--- src/rtl/uwr_pkg.sv ---
package uwr_pkg;

    typedef enum logic [1:0] {
        ST_HUNT,
        ST_START,
        ST_DATA,
        ST_STOP
    } rx_state_e;

    typedef struct packed {
        logic nine;
        logic wake_addr;
        logic idle_after_stop;
        logic idle_in_sleep;
    } rx_cfg_t;

    typedef struct packed {
        logic       start_ok;
        logic       msb_seen;
        logic       msb_val;
        logic       frame_done;
        logic       stop_ok;
        logic [8:0] data;
    } eng_evt_t;

    function automatic logic [3:0] data_bits(input logic nine);
        return nine ? 4'd9 : 4'd8;
    endfunction

    function automatic logic [3:0] char_bits(input logic nine);
        return data_bits(nine) + 4'd2;
    endfunction

endpackage

--- src/rtl/uwr_bit_engine.sv ---
module uwr_bit_engine
    import uwr_pkg::*;
#(
    parameter int OS_RATE = 16
) (
    input  logic     clk,
    input  logic     rst,
    input  logic     tick,
    input  logic     rxd,
    input  logic     nine,
    output logic     busy,
    output eng_evt_t evt
);
    localparam int HALF  = OS_RATE / 2;
    localparam int CNT_W = (OS_RATE > 2) ? $clog2(OS_RATE) : 1;

    rx_state_e        st;
    logic [CNT_W-1:0] tcnt;
    logic [3:0]       bidx;
    logic [7:0]       shreg;
    logic             last_bit;
    logic             mid_hit;
    logic             full_hit;

    always_comb begin
        last_bit = (bidx == (data_bits(nine) - 4'd1));
        mid_hit  = (tcnt == CNT_W'(HALF - 1));
        full_hit = (tcnt == CNT_W'(OS_RATE - 1));
        busy     = (st != ST_HUNT);
    end

    always_ff @(posedge clk) begin
        if (rst) begin
            st    <= ST_HUNT;
            tcnt  <= '0;
            bidx  <= '0;
            shreg <= '0;
            evt   <= '0;
        end else begin
            evt.start_ok   <= 1'b0;
            evt.msb_seen   <= 1'b0;
            evt.frame_done <= 1'b0;
            if (tick) begin
                unique case (st)
                    ST_HUNT: begin
                        if (!rxd) begin
                            st   <= ST_START;
                            tcnt <= '0;
                        end
                    end
                    ST_START: begin
                        if (mid_hit) begin
                            tcnt <= '0;
                            if (!rxd) begin
                                st           <= ST_DATA;
                                bidx         <= '0;
                                evt.start_ok <= 1'b1;
                            end else begin
                                st <= ST_HUNT;
                            end
                        end else begin
                            tcnt <= tcnt + 1'b1;
                        end
                    end
                    ST_DATA: begin
                        if (full_hit) begin
                            tcnt <= '0;
                            if (last_bit) begin
                                evt.msb_seen <= 1'b1;
                                evt.msb_val  <= rxd;
                                evt.data     <= nine ? {rxd, shreg}
                                                     : {1'b0, rxd, shreg[7:1]};
                                st           <= ST_STOP;
                            end else begin
                                shreg <= {rxd, shreg[7:1]};
                                bidx  <= bidx + 4'd1;
                            end
                        end else begin
                            tcnt <= tcnt + 1'b1;
                        end
                    end
                    ST_STOP: begin
                        if (full_hit) begin
                            tcnt           <= '0;
                            evt.frame_done <= 1'b1;
                            evt.stop_ok    <= rxd;
                            st             <= ST_HUNT;
                        end else begin
                            tcnt <= tcnt + 1'b1;
                        end
                    end
                    default: st <= ST_HUNT;
                endcase
            end
        end
    end

endmodule

--- src/rtl/uwr_idle_detect.sv ---
module uwr_idle_detect
    import uwr_pkg::*;
#(
    parameter int OS_RATE = 16
) (
    input  logic clk,
    input  logic rst,
    input  logic tick,
    input  logic rxd,
    input  logic nine,
    input  logic arm,
    output logic idle_evt
);
    localparam int MAX_TICKS = 11 * OS_RATE;
    localparam int LIM_W     = $clog2(MAX_TICKS + 1);

    logic [LIM_W-1:0] cnt;
    logic [LIM_W-1:0] limit;
    logic             armed;

    always_comb begin
        limit = LIM_W'(char_bits(nine)) * LIM_W'(OS_RATE) - LIM_W'(1);
    end

    always_ff @(posedge clk) begin
        if (rst) begin
            cnt      <= '0;
            armed    <= 1'b0;
            idle_evt <= 1'b0;
        end else begin
            idle_evt <= 1'b0;
            if (arm) begin
                armed <= 1'b1;
                cnt   <= '0;
            end else if (tick && armed) begin
                if (!rxd) begin
                    cnt <= '0;
                end else if (cnt == limit) begin
                    idle_evt <= 1'b1;
                    armed    <= 1'b0;
                    cnt      <= '0;
                end else begin
                    cnt <= cnt + 1'b1;
                end
            end
        end
    end

endmodule

--- src/rtl/uwr_flag_ctrl.sv ---
module uwr_flag_ctrl (
    input  logic       clk,
    input  logic       rst,
    input  logic       wake_addr,
    input  logic       idle_in_sleep,
    input  logic       busy,
    input  logic       msb_seen,
    input  logic       msb_val,
    input  logic       frame_done,
    input  logic       stop_ok,
    input  logic [8:0] char_data,
    input  logic       idle_evt,
    input  logic       sleep_req,
    input  logic       rdy_clr,
    input  logic       idle_clr,
    input  logic       err_clr,
    output logic [8:0] rx_data,
    output logic       rx_ready,
    output logic       line_idle,
    output logic       frame_err,
    output logic       asleep,
    output logic       pend
);
    logic wake;
    logic sleep_go;
    logic store;
    logic fe_set;
    logic idle_set;

    always_comb begin
        wake     = wake_addr ? (msb_seen && msb_val) : idle_evt;
        sleep_go = (sleep_req || pend) && !busy;
        store    = frame_done && stop_ok && !frame_err && !asleep;
        fe_set   = frame_done && !stop_ok && !asleep;
        idle_set = idle_evt && (!asleep || idle_in_sleep);
    end

    always_ff @(posedge clk) begin
        if (rst) begin
            asleep <= 1'b0;
            pend   <= 1'b0;
        end else if (wake) begin
            asleep <= 1'b0;
            pend   <= 1'b0;
        end else if (sleep_go) begin
            asleep <= 1'b1;
            pend   <= 1'b0;
        end else if (sleep_req) begin
            pend <= 1'b1;
        end
    end

    always_ff @(posedge clk) begin
        if (rst) begin
            rx_data   <= '0;
            rx_ready  <= 1'b0;
            line_idle <= 1'b0;
            frame_err <= 1'b0;
        end else begin
            if (store) begin
                rx_data  <= char_data;
                rx_ready <= 1'b1;
            end else if (rdy_clr) begin
                rx_ready <= 1'b0;
            end
            if (idle_set) begin
                line_idle <= 1'b1;
            end else if (idle_clr) begin
                line_idle <= 1'b0;
            end
            if (fe_set) begin
                frame_err <= 1'b1;
            end else if (err_clr) begin
                frame_err <= 1'b0;
            end
        end
    end

endmodule

--- src/rtl/uart_wake_rx.sv ---
module uart_wake_rx
    import uwr_pkg::*;
#(
    parameter int OS_RATE = 16
) (
    input  logic       clk,
    input  logic       rst,
    input  logic       os_tick,
    input  logic       rxd,
    input  logic       cfg_nine,
    input  logic       cfg_wake_addr,
    input  logic       cfg_idle_after_stop,
    input  logic       cfg_idle_in_sleep,
    input  logic       sleep_req,
    input  logic       rdy_clr,
    input  logic       idle_clr,
    input  logic       err_clr,
    output logic [8:0] rx_data,
    output logic       rx_ready,
    output logic       line_idle,
    output logic       frame_err,
    output logic       asleep
);
    rx_cfg_t  cfg;
    eng_evt_t evt;
    logic     busy;
    logic     pend;
    logic     idle_arm;
    logic     idle_evt;

    always_comb begin
        cfg.nine            = cfg_nine;
        cfg.wake_addr       = cfg_wake_addr;
        cfg.idle_after_stop = cfg_idle_after_stop;
        cfg.idle_in_sleep   = cfg_idle_in_sleep;
        idle_arm = cfg.idle_after_stop ? evt.frame_done : evt.start_ok;
    end

    uwr_bit_engine #(.OS_RATE(OS_RATE)) u_eng (
        .clk  (clk),
        .rst  (rst),
        .tick (os_tick),
        .rxd  (rxd),
        .nine (cfg.nine),
        .busy (busy),
        .evt  (evt)
    );

    uwr_idle_detect #(.OS_RATE(OS_RATE)) u_idle (
        .clk      (clk),
        .rst      (rst),
        .tick     (os_tick),
        .rxd      (rxd),
        .nine     (cfg.nine),
        .arm      (idle_arm),
        .idle_evt (idle_evt)
    );

    uwr_flag_ctrl u_flags (
        .clk           (clk),
        .rst           (rst),
        .wake_addr     (cfg.wake_addr),
        .idle_in_sleep (cfg.idle_in_sleep),
        .busy          (busy),
        .msb_seen      (evt.msb_seen),
        .msb_val       (evt.msb_val),
        .frame_done    (evt.frame_done),
        .stop_ok       (evt.stop_ok),
        .char_data     (evt.data),
        .idle_evt      (idle_evt),
        .sleep_req     (sleep_req),
        .rdy_clr       (rdy_clr),
        .idle_clr      (idle_clr),
        .err_clr       (err_clr),
        .rx_data       (rx_data),
        .rx_ready      (rx_ready),
        .line_idle     (line_idle),
        .frame_err     (frame_err),
        .asleep        (asleep),
        .pend          (pend)
    );

endmodule

--- config.mk ---
export PLATFORM = sky130hd
export DESIGN_NAME = uart_wake_rx
export DESIGN_NICKNAME = d
export VERILOG_FILES = /design/src/rtl/uwr_pkg.sv /design/src/rtl/uwr_bit_engine.sv /design/src/rtl/uwr_idle_detect.sv /design/src/rtl/uwr_flag_ctrl.sv /design/src/rtl/uart_wake_rx.sv
export SDC_FILE = /design/constraint.sdc
export NUM_CORES = 1
export LEC_CHECK = 0
export ABC_AREA = 1
export BUFFER_PORTS_ARGS = -buffer_cell sky130_fd_sc_hd__buf_2
export CAP_MARGIN = 20
export CELL_PAD_IN_SITES_DETAIL_PLACEMENT = 0
export CELL_PAD_IN_SITES_GLOBAL_PLACEMENT = 1
export CORE_ASPECT_RATIO = 0.8
export CORE_UTILIZATION = 40
export CTS_BUF_LIST = sky130_fd_sc_hd__clkbuf_2
export DETAILED_ROUTE_END_ITERATION = 16
export GPL_TIMING_DRIVEN = 1
export PLACE_DENSITY = 0.83
export SYNTH_ARGS = -nofsm -noshare
export SYNTH_HDL_FRONTEND = slang
export SYNTH_SLANG_ARGS = --single-unit
--- constraint.sdc ---
create_clock -name clk -period 1.5 [get_ports clk]
set_input_delay 0.075 -clock clk [delete_from_list [all_inputs] [get_ports clk]]
set_output_delay 0.075 -clock clk [all_outputs]
set_load 0.02 [all_outputs]
==> results.sh <==
export IMPL_status="complete, no violations"
export IMPL_p_leak_nw=1.23
export IMPL_power_share_switching=0.257
export IMPL_vdd_drop_max_mv=0.414
export IMPL_path_max_fanout=9
export IMPL_antenna_cells=0
export IMPL_max_freq_mhz=713
export IMPL_hpwl_um=3790
export IMPL_layout_worst_path_cycle_share=0.935
export IMPL_total_power_w=0.00230
export IMPL_cts_setup_buffers=0
export IMPL_p_int_w=0.00171
export IMPL_multiInputGateArea_um2=1210
export IMPL_die_w_um=90.6
export IMPL_final_cells=477
export IMPL_cts_made_buffers=5
export IMPL_grt_pass1_wl_um=9060
export IMPL_seq_area_frac_synth=0.447
export IMPL_place_ws_ns=-0.0679
export IMPL_place_congestion=0.823
export IMPL_utilization=0.501
export IMPL_antenna_left=0
export IMPL_drive_gt1_frac=0.192
export IMPL_synth_nets=361
export IMPL_skew_ns=0.0177
export IMPL_layout_nets=410
export IMPL_power_share_clock=0.261
export IMPL_grt_max_degree=32
export IMPL_mostFrequentLayoutCell="nand2_1"
export IMPL_die_area_um2=6600
export IMPL_drt_iter0_drc=97
export IMPL_required_ns=1.91
export IMPL_rows=25
export IMPL_netlist_instances=346
export IMPL_maxCapViolCount=0
export IMPL_ctsLongestPathBuffers=2
export IMPL_grt_use_met2=0.268
export IMPL_htreeDepth=2
export IMPL_timing_hold_ws_ns=0.104
export IMPL_cts_sinks=56
export IMPL_tightest_slew_ns=0.278
export IMPL_syn_area_um2=2510
export IMPL_clkSlewWorstSetupHoldPaths_ns=0.28
export IMPL_seqPwrFrac=0.657
export IMPL_grt_pass1_vias=2044
export IMPL_crit_arrival_ns=1.81
export IMPL_vias=2286
export IMPL_powerDensity_nw_per_um2=768
export IMPL_switchingPower_w=0.000592
export IMPL_fin_ws_ns=0.0976
export IMPL_hold_path_class="primary input to flop"
export IMPL_grt_overflow=0
export IMPL_ys_ff_latch=56
export IMPL_track_usage=0.173
export IMPL_synthDistinctLibCells=30
export IMPL_met1_usage=0.241
export IMPL_yosys_warnings=0
export IMPL_finalWirelength_um=5410
export IMPL_placed_cells=458
export IMPL_avgViaCountPerCell=4.79
export IMPL_combinationalPowerShare=0.083
export IMPL_finalHoldViolations=0
export IMPL_initial_core_util=0.420
export IMPL_busiest_layer="met2"
export IMPL_final_max_slew_viol_count=0
export IMPL_core_area_um2=5970
export IMPL_antenna_found_initial=0
export IMPL_drc=0
export IMPL_seqCellArea_um2=1130
export IMPL_rrSetupSlack_ns=0.1
export IMPL_rsz0062_at_grt="yes"
export IMPL_firstDrtPassIters=4
export IMPL_worstSetupPathType="flop to flop"
export IMPL_global_route_usage_met3=0.0385
export IMPL_numPortBuffers=24
export IMPL_slew_headroom=0.815
export IMPL_cp_start_kind="flop"
export IMPL_area_growth_syn_to_layout_pct=19.3
export IMPL_layout_common_cells="nand2_1, nor2_1, dfxtp_1"
export IMPL_crit_path_end_kind="flop"
export IMPL_wl_per_cell_um=11.3
export IMPL_avgSynthCellArea_um2=7.25
export IMPL_die_h_um=72.9
export IMPL_cts_tree="built"
export IMPL_io_pins=25
export IMPL_setup_viol=0
export IMPL_n_fill_cell=622
export IMPL_cts_root_buf="clkbuf_2"
export IMPL_worst_skew_pair_late_latency_ns=0.44
export IMPL_fin_crit_ns=1.40
==> layer usage <==
layer,part of all wire,vias to the layer above,routed length (um)
li1,-,1224,-
met1,0.53,1016,2860
met2,0.42,40,2260
met3,0.042,6,226
met4,0.011,0,58
met5,0,-,0
==> Yosys cell counts <==
master,number,share of area
nand3_2,1,0.0040
buf_1,2,0.0030
nand2_1,56,0.084
buf_8,1,0.0060
a211oi_1,1,0.0030
nand2_2,5,0.012
nand4_1,4,0.010
buf_4,2,0.0060
nand2_4,1,0.0045
o21ai_0,40,0.080
xor2_1,4,0.014
inv_1,35,0.052
clkbuf_1,5,0.0075
nor2_2,1,0.0025
nor2_4,2,0.0090
nand3_1,16,0.032
nor2_1,53,0.079
buf_6,1,0.0045
buf_2,1,0.0020
dfxtp_1,56,0.45
a21oi_2,2,0.0070
nor2_8,1,0.0080
o21ai_1,2,0.0040
a21oi_1,40,0.080
ha_1,3,0.015
nor3_1,6,0.012
o211ai_1,2,0.0060
clkinv_1,1,0.0015
inv_2,1,0.0015
xnor2_1,1,0.0035
==> path summary, 6_finish.rpt <==
| check | from | to | cells past startpoint |
|---|---|---|---|
| setup / recovery | u_eng.bidx[0] | u_eng.bidx[1] | 8 |
| hold / removal | cfg_nine | u_eng.evt[8] | 4 |
| setup reg to reg | u_eng.bidx[0] | u_eng.bidx[1] | 8 |
| hold reg to reg | u_flags.rx_ready | u_flags.rx_ready | 2 |
==> worst max-delay path: stages (launching register included) <==
cell and delay, ns:
dfxtp_2 0.40, inv_1 0.08, nor2_2 0.05, nand2_1 0.09
nand2_2 0.10, buf_4 0.18, nor2_4 0.25, nand2_2 0.08
a21oi_2 0.13
==> kinds of logic after synthesis <==
family / synth area share
and+or+nand+nor: 0.257
adders and majority gates: 0.0150
AOI/OAI and AO/OA: 0.179
DFF: 0.447
xor gates and xnor gates: 0.0174
buffers and inverters: 0.0842
==> flip-flops by register name, summed over array words and instances (netlist names), named ones only <==
register           count
u_idle.armed           1
u_eng.tcnt             4
u_flags.pend           1
u_flags.line_idle      1
u_flags.rx_data        9
u_eng.st               1
u_idle.cnt             8
u_flags.asleep         1
u_eng.bidx             4
u_idle.idle_evt        1
u_eng.shreg            8
u_flags.frame_err      1
u_flags.rx_ready       1
u_eng.evt             14
==> power by group through the flow <==
stage	Sequential (W)	Clock, W	Combinational [W]
3_3_place_gp	0.00154	0	0.000170
2_1_floorplan	0.00154	0	0.0000917
4_1_cts	0.00151	0.000631	0.000191
3_5_place_dp	0.00154	0	0.000171
5_1_grt	0.00152	0.000703	0.000212
6_report	0.00151	0.000599	0.000190
==> through the flow <==
step / cell area [um2] / setup TNS, ns
6_report: 3000 / 0
5_1_grt: 3000 / -0.00820
4_1_cts: 2970 / 0
3_5_place_dp: 2800 / -0.225
3_3_place_gp: 2800 / 0
2_1_floorplan: 2510 / 0
==> final cells by class <==
class                   count  area share
multi-input cells         242       0.405
flip-flops and latches     56       0.377
repair buffers             53       0.122
inverters                  37      0.0464
well taps                  81      0.0338
clock buffers               6      0.0100
clock inverters             2     0.00543
==> repair_timing <==
item	in CTS	in global routing
resized for setup	5	12
cloned	1	0
endpoints found under the hold margin	11	0
pin swaps	1	0
hold buffers	10	0
endpoints found under the setup margin	19	25
No activity file was read; power rests on OpenSTA's default activity.
